==> src/rtl/cmm_pkg.sv <==
package cmm_pkg;

  typedef enum logic [2:0] {
    ST_IDLE  = 3'd0,
    ST_LOAD  = 3'd1,
    ST_ADD   = 3'd2,
    ST_CLEAR = 3'd3,
    ST_COPY  = 3'd4,
    ST_DONE  = 3'd5
  } cmm_state_e;

  // (2^i * mult) mod modulus, doubling one step at a time
  function automatic int unsigned stage_const(int unsigned mult, int unsigned modulus,
                                              int unsigned i);
    int unsigned v;
    v = mult % modulus;
    for (int unsigned k = 0; k < i; k++) v = (2 * v) % modulus;
    return v;
  endfunction

endpackage

==> src/rtl/cmm_const_rom.sv <==
module cmm_const_rom #(
  parameter int WIDTH   = 4,
  parameter int MODULUS = 13,
  parameter int MULT    = 7,
  parameter int STAGES  = 4,
  parameter int IDX_W   = 2
) (
  input  logic [IDX_W-1:0] idx,
  output logic [WIDTH-1:0] value
);
  logic [WIDTH-1:0] tab [STAGES];

  for (genvar g = 0; g < STAGES; g++) begin : g_tab
    assign tab[g] = WIDTH'(cmm_pkg::stage_const(MULT, MODULUS, g));
  end

  always_comb begin
    value = '0;
    for (int k = 0; k < STAGES; k++)
      if (idx == IDX_W'(k)) value = tab[k];
  end
endmodule

==> src/rtl/cmm_toffoli_row.sv <==
module cmm_toffoli_row #(
  parameter int WIDTH = 4
) (
  input  logic             ctl_a,
  input  logic             ctl_b,
  input  logic [WIDTH-1:0] pattern,
  input  logic [WIDTH-1:0] target,
  output logic [WIDTH-1:0] next
);
  // One controlled-controlled flip per bit where the pattern has a 1
  for (genvar j = 0; j < WIDTH; j++) begin : g_bit
    assign next[j] = target[j] ^ (ctl_a & ctl_b & pattern[j]);
  end
endmodule

==> src/rtl/cmm_modadd.sv <==
module cmm_modadd #(
  parameter int WIDTH   = 4,
  parameter int MODULUS = 13
) (
  input  logic [WIDTH-1:0] a,
  input  logic [WIDTH-1:0] b,
  output logic [WIDTH-1:0] sum
);
  localparam logic [WIDTH:0] MOD_EXT = (WIDTH+1)'(MODULUS);
  logic [WIDTH:0] raw;

  assign raw = {1'b0, a} + {1'b0, b};
  assign sum = (raw >= MOD_EXT) ? WIDTH'(raw - MOD_EXT) : raw[WIDTH-1:0];
endmodule

==> src/rtl/cmm_top.sv <==
module cmm_top #(
  parameter int WIDTH   = 4,
  parameter int MODULUS = 13,
  parameter int MULT    = 7
) (
  input  logic             clk,
  input  logic             rst_n,
  input  logic             start,
  input  logic             ctl,
  input  logic [WIDTH-1:0] x,
  output logic [WIDTH-1:0] result,
  output logic [WIDTH-1:0] scratch,
  output logic             busy,
  output logic             done
);
  import cmm_pkg::*;

  localparam int STAGES = WIDTH;
  localparam int IDX_W  = (STAGES > 1) ? $clog2(STAGES) : 1;
  localparam logic [IDX_W-1:0] LAST_IDX = IDX_W'(STAGES - 1);

  cmm_state_e       state_q;
  logic [IDX_W-1:0] idx_q;
  logic             c_q;
  logic [WIDTH-1:0] x_q;
  logic [WIDTH-1:0] result_q;
  logic [WIDTH-1:0] scratch_q;

  // Named internal events, visible to the bound checker
  logic evt_accept, evt_load, evt_add, evt_clear, evt_copy;
  logic x_bit;
  logic [WIDTH-1:0] stage_k, scratch_flip, sum_next, copy_next;

  assign evt_accept = (state_q == ST_IDLE) && start;
  assign evt_load   = (state_q == ST_LOAD);
  assign evt_add    = (state_q == ST_ADD);
  assign evt_clear  = (state_q == ST_CLEAR);
  assign evt_copy   = (state_q == ST_COPY);
  assign x_bit      = x_q[idx_q];

  cmm_const_rom #(.WIDTH(WIDTH), .MODULUS(MODULUS), .MULT(MULT),
                  .STAGES(STAGES), .IDX_W(IDX_W)) u_rom (
    .idx(idx_q), .value(stage_k));

  cmm_toffoli_row #(.WIDTH(WIDTH)) u_scratch_row (
    .ctl_a(c_q), .ctl_b(x_bit), .pattern(stage_k),
    .target(scratch_q), .next(scratch_flip));

  cmm_modadd #(.WIDTH(WIDTH), .MODULUS(MODULUS)) u_add (
    .a(result_q), .b(scratch_q), .sum(sum_next));

  cmm_toffoli_row #(.WIDTH(WIDTH)) u_copy_row (
    .ctl_a(~c_q), .ctl_b(1'b1), .pattern(x_q),
    .target(result_q), .next(copy_next));

  always_ff @(posedge clk or negedge rst_n) begin
    if (!rst_n) begin
      state_q   <= ST_IDLE;
      idx_q     <= '0;
      c_q       <= 1'b0;
      x_q       <= '0;
      result_q  <= '0;
      scratch_q <= '0;
    end else begin
      unique case (state_q)
        ST_IDLE: if (start) begin
          c_q       <= ctl;
          x_q       <= x;
          result_q  <= '0;
          scratch_q <= '0;
          idx_q     <= '0;
          state_q   <= ST_LOAD;
        end
        ST_LOAD: begin
          scratch_q <= scratch_flip;
          state_q   <= ST_ADD;
        end
        ST_ADD: begin
          result_q <= sum_next;
          state_q  <= ST_CLEAR;
        end
        ST_CLEAR: begin
          scratch_q <= scratch_flip;
          if (idx_q == LAST_IDX) state_q <= ST_COPY;
          else begin
            idx_q   <= idx_q + 1'b1;
            state_q <= ST_LOAD;
          end
        end
        ST_COPY: begin
          result_q <= copy_next;
          state_q  <= ST_DONE;
        end
        ST_DONE: state_q <= ST_IDLE;
        default: state_q <= ST_IDLE;
      endcase
    end
  end

  assign result  = result_q;
  assign scratch = scratch_q;
  assign busy    = (state_q != ST_IDLE) && (state_q != ST_DONE);
  assign done    = (state_q == ST_DONE);
endmodule

==> config.mk <==
export PLATFORM = sky130hd
export DESIGN_NAME = cmm_top
export DESIGN_NICKNAME = d
export VERILOG_FILES = /design/src/rtl/cmm_pkg.sv /design/src/rtl/cmm_const_rom.sv /design/src/rtl/cmm_toffoli_row.sv /design/src/rtl/cmm_modadd.sv /design/src/rtl/cmm_top.sv
export SDC_FILE = /design/constraint.sdc
export NUM_CORES = 1
export LEC_CHECK = 0
export ABC_AREA = 1
export BUFFER_PORTS_ARGS = -buffer_cell sky130_fd_sc_hd__buf_2
export CAP_MARGIN = 5
export CORE_ASPECT_RATIO = 1.4
export CORE_UTILIZATION = 34
export CTS_BUF_LIST = sky130_fd_sc_hd__clkbuf_4 sky130_fd_sc_hd__clkbuf_8
export CTS_CLUSTER_DIAMETER = 120
export CTS_CLUSTER_SIZE = 20
export DETAILED_ROUTE_END_ITERATION = 6
export PLACE_DENSITY = 0.59
export SLEW_MARGIN = 10
export SYNTH_ARGS = -nofsm -noshare
export SYNTH_HDL_FRONTEND = slang
export SYNTH_HIERARCHICAL = 1
export SYNTH_SLANG_ARGS = --single-unit
==> constraint.sdc <==
create_clock -name clk -period 7 [get_ports clk]
set_clock_uncertainty 0.2 [all_clocks]
set_input_delay 0 -clock clk [delete_from_list [all_inputs] [get_ports clk]]
set_output_delay 0 -clock clk [all_outputs]
set_load 0.05 [all_outputs]
==> results of run 1 <==
==> logic make-up (layout without fill, tap and decap cells) <==
family / Yosys count / after routing / synth area share [%]
other: 2 / 2 / 0.4844
XOR/XNOR: 1 / 1 / 0.5651
adder cells (fa/ha/maj): 12 / 12 / 10.17
flip-flops: 18 / 18 / 29.06
buffers and inverters: 45 / 69 / 14.69
AND/OR/NAND/NOR: 120 / 120 / 38.10
AO/OA/AOI/OAI: 17 / 17 / 6.942
==> placed cells by master (no fill, tap or decap) <==
master / Yosys / routed
sky130_fd_sc_hd__inv_2: 4 / 4
sky130_fd_sc_hd__nand3_1: 26 / 26
sky130_fd_sc_hd__conb_1: 2 / 2
sky130_fd_sc_hd__nand2_4: 2 / 2
sky130_fd_sc_hd__nor2_4: 1 / 1
sky130_fd_sc_hd__buf_2: 0 / 17
sky130_fd_sc_hd__a21oi_2: 3 / 3
sky130_fd_sc_hd__nor2_2: 2 / 2
sky130_fd_sc_hd__ha_1: 11 / 11
sky130_fd_sc_hd__nor2_8: 1 / 1
sky130_fd_sc_hd__inv_1: 33 / 33
sky130_fd_sc_hd__or2_4: 1 / 1
sky130_fd_sc_hd__nand3_2: 1 / 1
sky130_fd_sc_hd__nand4_1: 13 / 13
sky130_fd_sc_hd__nand2_2: 1 / 1
sky130_fd_sc_hd__nor2_1: 7 / 7
sky130_fd_sc_hd__xor2_1: 1 / 1
sky130_fd_sc_hd__o21ai_0: 2 / 2
sky130_fd_sc_hd__fa_1: 1 / 1
sky130_fd_sc_hd__a21oi_4: 1 / 1
sky130_fd_sc_hd__nand3b_1: 1 / 1
sky130_fd_sc_hd__dlygate4sd3_1: 0 / 11
sky130_fd_sc_hd__o21ai_1: 5 / 5
sky130_fd_sc_hd__clkbuf_8: 1 / 4
sky130_fd_sc_hd__nand2_1: 63 / 63
sky130_fd_sc_hd__dfrtp_1: 18 / 18
sky130_fd_sc_hd__a21oi_1: 6 / 6
sky130_fd_sc_hd__nand3_4: 1 / 1
==> synth_stat cells (3+ instances only) <==
master                    instances
sky130_fd_sc_hd__nand2_1         63
sky130_fd_sc_hd__inv_1           33
sky130_fd_sc_hd__nand3_1         26
sky130_fd_sc_hd__dfrtp_1         18
sky130_fd_sc_hd__nand4_1         13
sky130_fd_sc_hd__ha_1            11
sky130_fd_sc_hd__nor2_1           7
sky130_fd_sc_hd__a21oi_1          6
sky130_fd_sc_hd__buf_6            6
sky130_fd_sc_hd__o21ai_1          5
sky130_fd_sc_hd__inv_2            4
sky130_fd_sc_hd__a21oi_2          3
==> sequential cells by signal (all words and copies together) (netlist names) <==
register / count
c_q: 1
scratch: 4
x_q: 4
state_q: 3
result: 4
idx_q: 2
==> report_power, final <==
part | internal (mW) | switching (mW)
Combinational | 0.191 | 0.342
Clock | 0.0499 | 0.0352
Sequential | 0.149 | 0.0824
Total | 0.389 | 0.460
==> metal layers <==
metal / vias up / global-route usage (%) / part of all wire [%]
li1: 732 / - / -
met1: 623 / 15.97 / 44
met2: 12 / 29.43 / 53
met3: 2 / 1.417 / 2.0
met4: 0 / 4.286 / 0.85
met5: - / 0 / 0
==> worst max path at each step <==
stage / start / slack, ps / endpoint
finish: result[0] / 4600 / result[2]
global route: result[0] / 4410 / result[2]
CTS: result[0] / 4600 / result[2]
detailed placement: result[0] / 4620 / result[2]
global placement: result[0] / 4640 / result[2]
floorplan: scratch[0] / 4510 / result[2]
==> stage by stage <==
stage,hold WS (ps),power (mW),area [sq um],worst slack [ps]
2_1_floorplan,-495.6,0.6678,1550,4508
3_3_place_gp,-231.7,0.7459,1622,4644
3_5_place_dp,-236.5,0.7446,1622,4616
4_1_cts,14.80,0.8576,1787,4597
5_1_grt,61.92,0.9434,1787,4407
6_report,16.17,0.8490,1787,4598
==> worst max-delay path, stage by stage, from the launching register on <==
cell and delay, ps:
sky130_fd_sc_hd__dfrtp_1 440, sky130_fd_sc_hd__ha_1 250, sky130_fd_sc_hd__fa_1 480, sky130_fd_sc_hd__inv_1 100
sky130_fd_sc_hd__ha_1 140, sky130_fd_sc_hd__inv_1 40, sky130_fd_sc_hd__a21oi_2 120, sky130_fd_sc_hd__nand3_2 110
sky130_fd_sc_hd__nand2_2 100, sky130_fd_sc_hd__nand2_1 50, sky130_fd_sc_hd__nand2_1 60, sky130_fd_sc_hd__nand4_1 110
sky130_fd_sc_hd__nand2_1 90, sky130_fd_sc_hd__inv_1 40, sky130_fd_sc_hd__nand2_1 40
==> final cells by class <==
type                            instances  area [sq um]
Clock buffer                            4         55.05
Fill cell                             467          2522
Inverter                               37         138.9
Tap cell                               60         75.07
Timing Repair Buffer                   28         195.2
Sequential cell                        18         450.4
Multi-Input combinational cell        152         872.1
==> what timing repair did <==
| action | 4_1_cts | 5_1_grt |
|---|---|---|
| endpoints found under the hold margin | 23 | 0 |
| gates resized for setup | 0 | 0 |
| hold buffers | 11 | 0 |
| setup buffers | 0 | 0 |
==> results list, run 1 <==
- Outcome: finished clean
- Number of routed nets with antenna violations: 0
* Wire length of the first global-routing pass: 5492 um
* Clock tree root driver cell: sky130_fd_sc_hd__clkbuf_8
* Worst-Margin Slew: 579.2 ps
* Flip-flop and latch count after synthesis: 18
- Number of synthesis warnings: 6
- For the worst setup path, the data required time is 6990 ps.
- Min Tclk post-route: 2402 ps
- The startpoint identified for the worst register-to-register timing path is result[0].
- Clock buffers created by TritonCTS: 3
- Measured on the finished design, the core utilization comes to 41.46%.
- Number of vias per cell after detailed routing: 4.579
- Number of failing setup endpoints in the final timing report: 0
- In this run the register-to-register setup slack is 4600 ps.
* Critical Path Fanout Max: 5
- After clock tree synthesis, the clock-pin slew on the worst setup and hold paths is 70 ps.
* CP startpoint kind: flop
- The analysis attributes to cell leakage a power of 0.9627 nW.
- At the worst endpoint, the arrival time is ~2400 ps.
- The floorplan step defined a die boundary enclosing 4838 sq um.
- Overflow left after global routing: 0
- Unrepaired setup endpoints after global routing: false
- The region available for standard cell placement spans ~4300 sq um.
- Power density over the cells: between 400 and 500 nW/um^2
- The final max-slew violation count is 0.
- Once detailed placement completed, the half-perimeter wirelength came to about 2400 um.
- For this run, design rule violations remaining after detail routing come to 0.
- Share of post-route cells with drive strength above 1: ~16%
- Layout net count: 260
- The path class of the tightest hold or removal check is in -> async.
- 0 antenna diodes ended up in the layout.
- After detailed routing, the average wire length per cell comes to 10.64 um.
* Vertical die dimension: 81.90 um
- Initial antenna violation count: 0
- Measured in cells, the most critical reg-to-reg path has a length of 14.
- Row generation in the floorplan step produced 28 rows.
- Yosys top cell by area: sky130_fd_sc_hd__dfrtp_1
- Number of buffers added on ports: 17
* Effective utilization at floorplan: 35.98%
* Part of the Yosys area used for sequential elements: ~29%
- Drt total wl: 3182 um
- Counting every sink on the clock net gives 18.
- Syn_area_per_cell: 7.210 sq um
* Non-filler instance count after layout: 299
- Number of distinct library cells after synthesis: 28
- Number of top-level design ports: 18
- The later pin in the worst-skew pair is clocked with a latency of 250 ps.
- Number of optimization iterations in the first detailed-route pass: 4
- Max-cap violations in this run came to 0.
* Fraction of synthesized cell area taken by the top area cell type: 29.06%
- After routing, the total negative slack on setup checks comes to 0 ps.
* Type of the worst setup path: reg -> reg
- The first routing iteration left 48 violations.
- Entering global routing, the biggest net connects 19 pins.
- The number of global-route vias before repair is 1269.
* Fraction of the cycle the final worst path needs: 34.31%
- Clock tree from TritonCTS: done
- Counting flops with a built-in enable in the synthesized netlist gives 0.
- The worst pin sits at a relative slew slack of 61.38%.
- Critical Path End Type: flop
- Mapped Nets: 235
- The count of endpoints failing hold in the final timing report came to 0.
- Die Span X: 59.07 um
- Synth Instances: 215
* Largest vdd supply drop: 0.0001360 V
* Vias after detailed routing: 1369
- The congestion estimate from routability-driven global placement came to 0.8191.
- Fraction of registers with async set/reset: between 90% and 100%
- Summing every instance area after synthesis gives 1550 sq um.
* Top flip-flop cell by instance count after synthesis: sky130_fd_sc_hd__dfrtp_1
* # placed instances: 284
* Layout area overhead: 15.25%
* Max H-tree Level: 1
- By area the synthesized netlist is led by sky130_fd_sc_hd__dfrtp_1, sky130_fd_sc_hd__nand2_1, sky130_fd_sc_hd__ha_1, sky130_fd_sc_hd__nand3_1, sky130_fd_sc_hd__inv_1.
- In the global route stage, overall resource usage came out at 14.78%.
* Highest attainable clock frequency: 0.4164 GHz
- Reg-to-Reg End: result[2]
- In this run the deepest clock path goes through 2 buffers.
(Power assumes the default switching activity.)
==> run 2, diff against run 1 <==
--- a/config.mk
+++ b/config.mk
@@ -14,7 +14,7 @@
 export CTS_CLUSTER_DIAMETER = 120
 export CTS_CLUSTER_SIZE = 20
 export DETAILED_ROUTE_END_ITERATION = 6
-export PLACE_DENSITY = 0.59
+export PLACE_DENSITY = 0.61
 export SLEW_MARGIN = 10
 export SYNTH_ARGS = -nofsm -noshare
 export SYNTH_HDL_FRONTEND = slang
==> constraint.sdc (replaced) <==
create_clock -name clk -period 2 [get_ports clk]
set_clock_uncertainty 0.2 [all_clocks]
set_input_delay 0 -clock clk [delete_from_list [all_inputs] [get_ports clk]]
set_output_delay 0 -clock clk [all_outputs]
set_load 0.05 [all_outputs]
==> run 2 against run 1 <==
- the run now ends with setup timing left
- first-iteration DRC count is 21% higher
- critical path depth unchanged
- maximum frequency grew 6.8%
- cell area up 7.6%
- critical path type unchanged
- clock power rose to 3.3 times the previous value
- hold slack worse by 0.77 ps
- sequential power increased to 3.3 times the previous value
- worst setup slack worse by 4800 ps
- sequential share of layout area is 1.4 points lower
- core utilization increased by 3.1 points
- largest cell class unchanged
- die area stayed put
==> results list, run 2 (synthesis gave the netlist of run 1 again) <==
* Vias after detailed routing: 1401
* Overall fraction of global-route tracks in use: 15.53%
* Most used cells in the layout excluding fill and tap cells: sky130_fd_sc_hd__nand2_1, sky130_fd_sc_hd__inv_1, sky130_fd_sc_hd__nand3_1
- The first global-routing pass estimated 5720 um of wire.
- Antenna diode count: 0
- After detailed routing, the number of remaining DRC violations is 0.
* Routability cong.: between 0.8 and 0.9
* Final Hold Violating Endpoints: 0
- The analysis attributes to cell leakage a power of 1.009 nW.
* Worst reg-to-reg setup slack: -250 ps
- Unrepaired setup endpoints after global routing: true
- The core region is 4309 sq um.
- Critical Path End Type: flop
- Entering global routing, the biggest net connects 19 pins.
- Number of routed nets with antenna violations: 0
- Vertical die dimension: 81.90 um
* Fraction of the cycle the final worst path needs: 112.4%
* Number of buffers on the longest clock path: 2
* Cell type with the highest occurrence count on the critical path: sky130_fd_sc_hd__nand2_1
- Total power of the final layout: 3.296 mW
- Die footprint: 4838 sq um
- CP startpoint kind: flop
- Worst r2r path cells: 14
- The tightest hold path in the finished design has a slack of 15.40 ps.
- Layout area overhead: 23.97%
* Number of maximum-capacitance constraint violations: 0
* Iter 0 DRT Violations: 58
* Type of the worst setup path: reg -> reg
* Via count of the first global-routing pass: between 1000 and 1500
- The final max-slew violation count was 0.
* Sum of negative setup slack: -809.4 ps
- Once routing completed, OpenROAD measured the worst setup slack at -247.8 ps.
- Dividing the detail-routed via count by the number of cells gives 4.519.
* Layout net count: 271
- During I/O placement, the number of pins put on the boundary was 18.
* Arrival time worst endpoint: roughly 2200 ps
* Clock Pin Slew Worst Setup and Hold Paths: 70 ps
- The critical path starts at result[0].
- Highest cell delay on the worst timing path: 550 ps
* Hold/Removal Path Class: in -> async
- Min Tclk post-route: between 2000 and 2500 ps
- For the worst-skew pair, the clock arrives at the later sink with an insertion delay of 260 ps.
* Outcome: finished with violations
- Placed wire-length estimate: 2484 um
* Std cell rows: 28
- Setup violations remaining at the end of the flow were counted as 4.
- Leaving out fill and tap cells, the most frequent cell in the layout is sky130_fd_sc_hd__nand2_1.
- CTS sink cnt: 18
- The number of antenna violations at the first check in global routing came to 0.
- Largest vdd supply drop: 0.0006019 V
- The tree is rooted in a sky130_fd_sc_hd__clkbuf_8.
- Before antenna repair, the detailed router went through 4 iterations.
- Cells along the critical path: ha_4 > fa_2 > inv_2 > ha_4 > inv_2 > a21oi_2 > nand3_2 > nand2_2 > nand2_1 > nand2_1 > nand4_1 > nand2_1 > inv_1 > nand2_1
- The routed design has 3196 um of wire.
* Effective utilization at floorplan: 35.98%
- TritonCTS built the clock tree.
- For this design the ratio of total power to cell area is 1715 nW/um^2.
- Based on the critical path, the design can be clocked at up to 0.4449 GHz.
- STA puts the critical path data required time at 1950 ps.
- Max H-tree Level: 1
- For this design, the slowest cell found on the critical path is sky130_fd_sc_hd__fa_2.
* Critical Path Fanout Max: 4
- Number of buffers added on ports: 17
* Die Span X: 59.07 um
* Wirelength per Cell: 10.31 um
- Cells with a size suffix above 1 make up 26.00% of the layout.
* Violations in the final reports: setup timing
* Launch instance of the worst register-to-register path: result[0]
- Summing all multi-input logic gate instances after layout gives 918.4 sq um.
* Core utilization of the finished layout: 44.60%
- Summed over all layers, the global routing overflow is 0.
* Reg-to-Reg End: result[0]
* Clock buffers created by TritonCTS: 3
* FILL cells: between 400 and 500
* FF+latch area: 456.7 sq um
-- run 2: cell count changes in the layout (fill, tap and decap cells not counted), sizes merged --
cell | before | now
buf | 17 | 28
-- run 2: routing by layer --
metal  GRT usage, %  part of all wire (%)
met4          6.429                   1.7
met2          29.09                    55
met3          1.417                   1.7
met1          17.60                    42
met5              0                     0
-- run 2: critical path: cells and delay by family (launching register included) --
kind	cells	cell delay (ps)
adders and majority gates	3	870
and+or+nand+nor	7	440
DFF	1	430
buffers and inverters	3	160
AOI/OAI and AO/OA	1	40
-- run 2: area by class of cell --
cell class / instances / share of cell area [%]
Clock buffer: 4 / 2.539
Inverter: 37 / 7.357
Multi-Input combinational cell: 152 / 47.79
Sequential cell: 18 / 23.76
Tap cell: 60 / 3.906
Timing Repair Buffer: 39 / 14.65
-- run 2: stage by stage --
stage / worst slack [ps] / instance area (sq um) / std cells
2_1_floorplan: -325.0 / 1570 / 215
3_3_place_gp: -214.1 / 1717 / 294
3_5_place_dp: -258.7 / 1717 / 294
4_1_cts: -239.0 / 1909 / 310
5_1_grt: -376.9 / 1922 / 310
6_report: -247.8 / 1922 / 310
-- run 2: worst max path at each step --
stage | endpoint | slack (ps) | cells after the start
5_1_grt | result[2] | -380 | 14
3_5_place_dp | result[0] | -260 | 14
2_1_floorplan | result[1] | -320 | 14
6_report | result[0] | -250 | 14
4_1_cts | result[0] | -240 | 14
3_3_place_gp | result[0] | -210 | 14
-- run 2: repair_timing --
action,in CTS,in global routing
setup endpoints to repair,4,8
hold endpoints to repair,23,0
hold buffers,11,0
pin swaps,7,3
gates resized for setup,8,5
buffers inserted,1,0
cloned,0,0
-- run 2: where the power goes --
group	internal [mW]	total [mW]	switching, mW
clock network	0.155	0.278	0.123
registers	0.530	0.773	0.243
logic	0.894	2.24	1.35
==> run 3, diff against run 2 <==
--- a/config.mk
+++ b/config.mk
@@ -9,12 +9,14 @@
 export BUFFER_PORTS_ARGS = -buffer_cell sky130_fd_sc_hd__buf_2
 export CAP_MARGIN = 5
 export CORE_ASPECT_RATIO = 1.4
+export CORE_MARGIN = 1
 export CORE_UTILIZATION = 34
 export CTS_BUF_LIST = sky130_fd_sc_hd__clkbuf_4 sky130_fd_sc_hd__clkbuf_8
 export CTS_CLUSTER_DIAMETER = 120
 export CTS_CLUSTER_SIZE = 20
 export DETAILED_ROUTE_END_ITERATION = 6
 export PLACE_DENSITY = 0.61
+export SKIP_LAST_GASP = 1
 export SLEW_MARGIN = 10
 export SYNTH_ARGS = -nofsm -noshare
 export SYNTH_HDL_FRONTEND = slang
==> run 3 against run 2 <==
- the run still ends with setup timing left
- worst setup slack worse by 0.87 ps
- non-clock buffer count unchanged
- final cell count unchanged
- routed wire length about the same
- cell area down 0.33%
- die area is the same
- via count about the same
- critical path depth unchanged
- first-iteration DRC count down 3.4%
- critical endpoint unchanged
==> results list, run 3 (synthesis gave the netlist of run 1 again) <==
- Critical Path Fanout Max: 4
- After the first detailed-routing iteration, the DRC count stood at 56.
* Layout area overhead: 23.57%
* Antenna diode count: 0
- Type of the worst setup path: reg -> reg
* Min Tclk post-route: between 2000 and 2500 ps
- Vertical die dimension: 81.90 um
- The largest individual stage delay along the critical path comes from the cell sky130_fd_sc_hd__fa_2.
* Number of buffers on the longest clock path: 2
* Switching part of the total: between 50% and 60%
- Unrepaired setup endpoints after global routing: true
- Wire segments on met2 add up to 1744 um in the final route.
* Number of failing setup endpoints in the final timing report: 4
- Number of buffers added on ports: 17
* Initial antenna violation count: 0
- In this run the number of H-tree levels came out at 1.
- Drt total wl: 3194 um
- Effective utilization at floorplan: 35.98%
* Final Slew Violations: 0
- Critical Path End Type: flop
- The cell sitting at the root of the clock tree is a sky130_fd_sc_hd__clkbuf_8.
* Uppermost routed layer: met4
* Overflow left after global routing: 0
- In this run the static leakage power is 1.008 nW.
* Clock tree from TritonCTS: done
* Vias after detailed routing: 1402
- Die Span X: between 50 and 60 um
- Number of routed nets with antenna violations: 0
* Placed wire-length estimate: 2484 um
* CP startpoint kind: flop
* Hold/Removal Path Class: in -> async
- Clock buffers created by TritonCTS: 3
* Most common cell after layout, fill and taps aside: sky130_fd_sc_hd__nand2_1
* Internal portion of total power: 1.572 mW
- In this run the standard cell core region covers between 4000 and 5000 sq um.
* Layout net count: 271
* Cells along the critical path: ha_4 > fa_2 > inv_2 > ha_4 > inv_2 > a21oi_2 > nand3_2 > nand2_2 > nand2_1 > nand2_1 > nand4_1 > nand2_1 > inv_1 > nand2_1
- Met3 Routed Length: 47 um
* Clock Pin Slew Worst Setup and Hold Paths: 70 ps
- The largest single stage delay on the critical path is 550 ps.
- Entering global routing, the biggest net connects 19 pins.
- Dividing total power by cell area gives a power density of 1713 nW/um^2.
- Routability cong.: 0.8106
* Number of top-level design ports: 18
* Via count of the first global-routing pass: 1311
- Of the available clock period, the critical path in the final layout requires 112.4%.
* Overall fraction of global-route tracks in use: 15.53%
- Number of vias per cell after detailed routing: 4.523
* Pre-CTS setup slack: -258.7 ps
- The floorplan step defined a die boundary enclosing 4838 sq um.
- The first global-routing pass estimated between 5000 and 6000 um of wire.
* Worst setup path startpoint: result[0]
* Outcome: finished with violations
- Wirelength per Cell: 10.30 um
- In the layout the commonest cells are sky130_fd_sc_hd__nand2_1, sky130_fd_sc_hd__inv_1, sky130_fd_sc_hd__nand3_1.
- Arrival time worst endpoint: 2200 ps
* Launch instance of the worst register-to-register path: result[0]
* Clk pwr share: roughly 8.5%
- Met1 wire length: 1350 um
* Total power of the final layout: roughly 3.3 mW
* Combinational power share: 68.0%
- The worst-case IR drop observed on VDD is 0.0006013 V.
- Highest attainable clock frequency: about 0.44 GHz
- DRC errors left: 0
- In this run the power spent charging and discharging nets is 1.709 mW.
- Sequential cells account for 23.5% of the total power.
* Final setup margin: -248.7 ps
* Clk_lat worst skew: about 260 ps
* Number of maximum-capacitance constraint violations: 0
* Cell type with the highest occurrence count on the critical path: sky130_fd_sc_hd__nand2_1
- CTS sink cnt: 18
- Final Hold Violating Endpoints: 0
* Share of post-route cells with drive strength above 1: about 25%
- Number of optimization iterations in the first detailed-route pass: 4
* Violations in the final reports: setup timing
- Row generation in the floorplan step produced 28 rows.
- STA puts the critical path data required time at 1950 ps.
[run 3: routing by layer]
metal  global-route usage [%]  vias to the layer above
met5                        0                        -
met4                    6.429                        0
met3                    1.417                        4
met2                    29.09                       16
met1                    17.60                      631
li1                         -                      751
[run 3: final cells by class]
type                    instances  area (sq um)
clock buffers                   4         48.80
fillers                       445          2394
inverters                      37         141.4
multi-input cells             152         912.1
flip-flops and latches         18         456.7
well taps                      60         75.07
repair buffers                 39         281.5
[run 3: through the flow]
stage	hold WS, ps	std cells	instance area, sq um	setup TNS (ps)	utilization [%]
2_1_floorplan	-495.6	215	1570	-1178	-
3_3_place_gp	-245.4	294	1717	-827.5	39.84
3_5_place_dp	-236.7	294	1717	-956.5	39.84
4_1_cts	16.37	310	1909	-826.1	44.31
5_1_grt	49.09	310	1916	-1443	44.45
6_report	15.75	310	1916	-812.7	44.45
[run 3: power by group through the flow]
stage	clock (mW)	sequential (mW)	combinational [mW]
5_1_grt	0.303	0.802	2.51
6_report	0.278	0.772	2.23
2_1_floorplan	0	0.921	1.45
3_3_place_gp	0	0.771	2.00
4_1_cts	0.289	0.770	2.23
3_5_place_dp	0	0.774	2.02
[run 3: critical path: cells and delay by family, from the launching register on]
kind | cells | cell delay [ps]
adder cells (fa/ha/maj) | 3 | 870
buffers and inverters | 3 | 160
AND/OR/NAND/NOR | 7 | 440
AO/OA/AOI/OAI | 1 | 40
flip-flops | 1 | 430
[run 3: repair_timing]
action	in CTS	in global routing
resized for setup	8	3
hold buffers	11	0
setup buffers	1	0
endpoints found under the hold margin	23	0
setup endpoints to repair	4	8
pin swaps	7	3
[run 3: final timing paths]
path / endpoint / slack, ps / depth (start not counted)
min reg2reg: x_q[0] / 370 / 2
max reg2reg: result[0] / -250 / 14
min: x_q[1] / 20 / 2
max in group asynchronous: state_q[1] / 1270 / 2
max: result[0] / -250 / 14
min in group clk: x_q[0] / 340 / 4
